[src/rtl/lw_unpacker.sv]
module lw_unpacker #(
  parameter int LANE_W = 9,
  parameter int LANES  = 4,
  localparam int DW    = LANE_W * LANES,
  localparam int HW    = DW / 2,
  localparam int IW    = $clog2(LANES)
) (
  input  logic          clk,
  input  logic          rst_n,
  input  logic          big_endian_i,
  input  logic [1:0]    width_sel_i,
  input  logic [DW-1:0] in_data_i,
  input  logic          in_valid_i,
  output logic          pop_o,
  input  logic          rd_req_i,
  output logic [DW-1:0] out_data_o,
  output logic          out_valid_o
);

  logic          endian_q;
  logic [IW-1:0] idx_q;
  logic [IW-1:0] last_idx;
  logic [IW-1:0] sel;
  logic          is_byte, is_word, beat, at_last;

  logic [LANE_W-1:0] lane [LANES];
  logic [HW-1:0]     half [2];

  for (genvar g = 0; g < LANES; g++) begin : g_lane
    assign lane[g] = in_data_i[g*LANE_W +: LANE_W];
  end
  for (genvar h = 0; h < 2; h++) begin : g_half
    assign half[h] = in_data_i[h*HW +: HW];
  end

  assign is_byte  = (width_sel_i == 2'b10);
  assign is_word  = (width_sel_i == 2'b01);
  assign last_idx = is_byte ? IW'(LANES - 1) : (is_word ? IW'(1) : '0);
  assign beat     = rst_n & rd_req_i & in_valid_i;
  assign at_last  = (idx_q >= last_idx);
  assign pop_o    = beat & at_last;
  assign sel      = endian_q ? (last_idx - idx_q) : idx_q;
  assign out_valid_o = rst_n & in_valid_i;

  always_ff @(posedge clk) begin
    if (!rst_n) begin
      endian_q <= big_endian_i;
      idx_q    <= '0;
    end else if (beat) begin
      idx_q <= at_last ? '0 : idx_q + 1'b1;
    end
  end

  always_comb begin
    out_data_o = '0;
    if (is_byte)      out_data_o[LANE_W-1:0] = lane[sel];
    else if (is_word) out_data_o[HW-1:0]     = half[sel[0]];
    else              out_data_o             = in_data_i;
  end

endmodule


[config.mk]
export PLATFORM = sky130hd
export DESIGN_NAME = lw_unpacker
export DESIGN_NICKNAME = d
export VERILOG_FILES = /design/src/rtl/lw_unpacker.sv
export SDC_FILE = /design/constraint.sdc
export NUM_CORES = 1
export LEC_CHECK = 0
export CORE_ASPECT_RATIO = 1.2
export CORE_MARGIN = 5
export CORE_UTILIZATION = 35
export DETAILED_ROUTE_END_ITERATION = 7
export DONT_BUFFER_PORTS = 1
export GPL_TIMING_DRIVEN = 0
export HOLD_SLACK_MARGIN = 0.15
export PLACE_DENSITY = 0.57
export SLEW_MARGIN = 10
export SYNTH_ARGS = -nofsm -noshare
export SYNTH_HDL_FRONTEND = slang
export SYNTH_SLANG_ARGS = --single-unit
[constraint.sdc]
create_clock -name clk -period 2.7 [get_ports clk]
set_input_delay 0.27 -clock clk [delete_from_list [all_inputs] [get_ports clk]]
set_output_delay 0.27 -clock clk [all_outputs]
set_load 0.05 [all_outputs]
**Word level (Yosys, flattened, before mapping)**

Cells that the tools add are included.

- Add/sub/neg operators: 2
- $lt $le $gt $ge: 3
- Equal/unequal tests: 2
- Muxes and demuxes: 14
- Bitwise operators: 6

Operator list:

| operator | count |
|---|---|
| 18-bit two-way mux | 5 |
| 27-bit two-way mux | 1 |
| 9-bit two-way mux | 3 |
| 9-bit binary-select mux with 2-bit select | 1 |
| 2-bit two-way mux | 3 |
| 1-bit AND | 4 |
| 3-bit >= comparator, second input constant | 1 |
| 2-bit NOT with 3-bit output | 1 |
| 2-bit by 1-bit adder with 2-bit output, second input constant | 1 |
| 2-bit by 1-bit == test with 1-bit output, second input constant | 1 |
| 2-bit == test, second input constant | 1 |
| 2-bit >= comparator | 1 |
| 2-bit >= comparator, second input constant | 1 |
| 1-bit NOT with 2-bit output | 1 |
| 2-bit subtractor | 1 |
| 1-bit two-way mux | 1 |

- Flip-flop bits (word level): 3
- Bits of input ports: 43
- Output and inout bits: 38
- Logic and storage cells: 29

**Longest topological paths before layout**

- Depth after elaboration: 11
- Mapped depth: 9

**Worst setup path before layout**

OpenSTA, ideal clock, no wires.

- Kind: input to output
- From: in width_sel_i[0]
- To: out out_data_o[7]
- Data arrival time: 3.184 ns
- Setup slack: -0.754 ns
- Stages on the path: 9
- Buffers on the path: 2
- Cells stage by stage: inv_1 > ha_1 > clkbuf_1 > xnor2_1 > ha_1 > mux2i_4 > buf_6 > mux2i_1 > a222oi_1

- Cells in the longest elaborated chain, start to end: 11
- Elaborated cells on any way between the ends: 16
- Those cells by class: 1 x add/sub; 2 x eq/ne; 11 x mux; 2 x bitwise

Ends and longest elaborated chain:

| what | RTL line | source |
|---|---|---|
| start: declaration | 11 | `input logic [1:0] width_sel_i,` |
| 2-bit by 1-bit == test with 1-bit output | 37 | `assign is_word = (width_sel_i == 2'b01);` |
| 1-bit two-way mux | 38 | `assign last_idx = is_byte ? IW'(LANES - 1) : (is_word ? IW'(1) : '0);` |
| 2-bit two-way mux | 38 |  |
| 2-bit subtractor | 42 | `assign sel = endian_q ? (last_idx - idx_q) : idx_q;` |
| 2-bit two-way mux | 42 |  |
| 1-bit NOT with 2-bit output (implied by the code) | 57 | `else if (is_word) out_data_o[HW-1:0] = half[sel[0]];` |
| 18-bit two-way mux (implied by the code) (3 in series) | 57 |  |
| 18-bit two-way mux | 57 |  |
| 9-bit two-way mux (*) | 56 | `if (is_byte) out_data_o[LANE_W-1:0] = lane[sel];` |
| end: declaration | 16 | `output logic [DW-1:0] out_data_o,` |

Mark *: on every way between the ends. The rest lies on a longest branch, timed or not. The select of a mux whose other input is x is not followed.

**Final worst setup path**

Ends and elaborated chain as after synthesis.

==> flow_metrics.py <==
metrics = {
    "yosys": {
        "syn_area_um2": 980,
        "synth_seq_cells": 3,
        "netlist_instances": 118,
        "synth-main-ff-cell": "dfxtp_1",
        "synth_warnings": 0,
        "synth_edf_count": 1,
        "synth.distinct_cells": 31,
        "yosysSeqAreaShare_pct": 7.15,
        "syn-num-nets": 167,
        "ys_async_sr_fraction_pct": 0,
        "avgSynthCellArea_um2": 8.30,
    },
    "cts": {
        "h-tree-depth": 1,
        "cts_root_buffer": "clkbuf_4",
        "clock_sinks": 3,
        "cts.path.max_buffers": 2,
        "numCtsBuffers": 3,
        "clk_pin_slew_ns": 0.04,
        "worstSkewPairLatency_ns": 0.23,
        "cts_tree": "yes",
    },
    "grt": {
        "grt_first_pass_wirelength_um": 4680,
        "grt_pass1_vias": 1044,
        "antenna_found_initial": 0,
        "overflow": 0,
        "grt_max_degree": 11,
        "track_usage_pct": 15.6,
    },
    "timing": {
        "worst_slew_pin_slew_ns": 1.74,
        "fin_skew_ns": 0.00275,
        "fin_crit_ns": 3.26,
        "setup_viol": 8,
        "period_share_pct": 121,
        "hold_violations": 0,
        "relSlewSlack_pct": 18.5,
        "worst_slack_ns": -0.556,
        "rsz0062_at_grt": "yes",
        "max_freq_mhz": 307,
        "drv_slew": 0,
    },
    "final_layout": {
        "drive_gt1_share_pct": 26.4,
        "final_area_mm2": 0.00127,
        "nNetsFinal": 179,
        "instances_no_fill": 163,
        "antennaDiodeCount": 0,
        "area_growth_pct": 29.4,
    },
    "critical_path": {
        "r2r_setup_slack_ns": 1.08,
        "reg2reg_depth": 7,
        "critPathRequiredTime_ns": 2.43,
        "critPathKind": "in -> out",
        "critical_path_peak_fanout": 10,
        "r2r_start": "idx_q[1]",
        "r2r-end": "idx_q[0]",
        "start_kind": "input pin",
        "cp.arrival_ns": 2.99,
        "endpoint_kind": "output pin",
    },
    "place": {
        "dp_cells": 152,
        "place_worst_setup_slack_ns": -0.814,
        "io_buffers": 0,
        "post_dp_cell_area_mm2": 0.00109,
        "place_congestion": 0.865,
        "dp_hpwl_um": 2490,
    },
    "min_path": {
        "hold_path_end": "idx_q[1]",
        "hold_path_startpoint": "rst_n",
        "hp-class": "in -> reg",
        "hold_path_depth": 2,
    },
    "floorplanning": {
        "die_h_um": 68.0,
        "top_level_ports": 81,
        "start_util_pct": 35.9,
        "die_w_um": 58.3,
        "core_area_mm2": 0.00273,
        "dieArea_mm2": 0.00396,
        "row_count": 21,
    },
    "routing": {
        "wl_per_cell_um": 19.6,
        "viasPerCell": 6.12,
        "first_pass_iters": 4,
        "drc": 0,
        "ant_nets": 0,
        "drtIter0Drc": 70,
        "routed-via-count": 998,
        "drt_wl_total_um": 3200,
    },
    "run": {
        "drv_cap": 0,
    },
    "run_status": {
        "failed_checks": "setup timing",
        "status": "finished with violations",
    },
    "power_and_ir_drop": {
        "peakVddDrop_mv": 0.178,
        "power_mw": 0.523,
        "p_leak_nw": 0.626,
        "power.density_mw_per_mm2": 413,
    },
}
==> flip-flops by register name, summed over array words and instances, names as in the netlist <==
register / count
idx_q: 2
endian_q: 1
==> routing by layer <==
metal	part of all wire, %	GRT usage, %	vias up
li1	-	-	458
met1	33	15.4	471
met2	52	30.0	61
met3	11	3.21	8
met4	3.8	8.12	0
met5	0	0	-
==> stage by stage <==
stage               util [%]  hold slack [ns]  TNS, ns
floorplan                  -            0.369    -3.85
global placement        39.9            0.369    -5.72
detailed placement      39.9            0.369    -5.97
CTS                     46.4            0.197    -4.20
global route            46.4            0.203    -4.75
finish                  46.4            0.199    -4.12
==> logic make-up after synthesis <==
family,count (synthesis),share of synthesized area [%]
flip-flops,3,7.15
adder cells (fa/ha/maj),6,7.66
buffers and inverters,11,5.49
AND/OR/NAND/NOR,45,25.3
multiplexers,36,39.6
AO/OA/AOI/OAI,16,13.9
XOR/XNOR,1,0.894
==> critical path, cell delays in order <==
cell and delay, ns:
clkinvlp_4 0.09, ha_4 0.30, ha_4 0.12, inv_2 0.04
ha_4 0.23, mux2i_4 0.22, buf_8 0.20, mux2i_1 0.10
a222oi_1 1.41
==> Yosys cell counts (2+ instances only) <==
library cell / n / area [µm²]
nor2_1: 12 / 45.0
a21oi_1: 3 / 15.0
nand4b_1: 2 / 17.5
a21bo_2: 2 / 20.0
clkbuf_1: 2 / 7.51
dfxtp_1: 2 / 40.0
nand2_1: 6 / 22.5
and2_1: 19 / 119
a222oi_1: 8 / 80.1
mux2i_1: 32 / 320
inv_1: 4 / 15.0
ha_1: 6 / 75.1
mux2_2: 2 / 22.5
==> worst max-delay path by stage <==
stage / slack (ns) / cells past startpoint / start / to
after floorplan: -0.53 / 9 / width_sel_i[0] / out_data_o[7]
after global placement: -0.77 / 9 / width_sel_i[0] / out_data_o[7]
after detailed placement: -0.81 / 9 / width_sel_i[0] / out_data_o[7]
after CTS: -0.56 / 9 / width_sel_i[0] / out_data_o[7]
after global routing: -0.62 / 9 / width_sel_i[0] / out_data_o[7]
final: -0.56 / 9 / width_sel_i[0] / out_data_o[7]
==> where the power goes <==
group | total (mW) | switching (mW) | internal (mW)
combinational | 0.391 | 0.277 | 0.114
sequential | 0.0532 | 0.00361 | 0.0496
clock | 0.0791 | 0.0237 | 0.0554
==> layout make-up <==
cell class | count | area, µm²
Fill cell | 270 | 1470
Multi-Input combinational cell | 104 | 968
Sequential cell | 3 | 73.8
Timing Repair Buffer | 7 | 67.6
Buffer | 6 | 66.3
Tap cell | 34 | 42.5
Clock buffer | 4 | 26.3
Inverter | 5 | 22.5
==> layout by cell type, fill, tap and decap left out, drive strengths merged <==
| cell | netlist | layout |
|---|---|---|
| mux2i | 33 | 33 |
| and2 | 19 | 19 |
| nor2 | 12 | 12 |
| buf | 4 | 10 |
| a222oi | 8 | 8 |
| nand2 | 6 | 6 |
| ha | 6 | 6 |
| clkbuf | 2 | 6 |
| a21oi | 3 | 3 |
| inv | 4 | 3 |
| a21bo | 2 | 2 |
| mux2 | 2 | 2 |
| nand4b | 2 | 2 |
| nand3 | 2 | 2 |
| dfxtp | 2 | 2 |
| xnor2 | 1 | 1 |
| clkinvlp | 0 | 1 |
| clkinv | 1 | 1 |
| or2 | 1 | 1 |
| and3 | 1 | 1 |
| a21boi | 1 | 1 |
| nor3b | 1 | 1 |
| a211oi | 1 | 1 |
| mux4 | 1 | 1 |
| nor4 | 1 | 1 |
| a31oi | 1 | 1 |
| edfxtp | 1 | 1 |
| dlygate4sd3 | 0 | 1 |
==> what timing repair did <==
item | CTS | global route
cloned | 0 | 0
pin swaps | 4 | 1
hold buffers | 1 | 0
buffers inserted | 6 | 0
resized for setup | 16 | 0
hold endpoints to repair | 1 | 0
setup endpoints to repair | 16 | 8
Note: power is estimated with default switching activity, not from simulation.
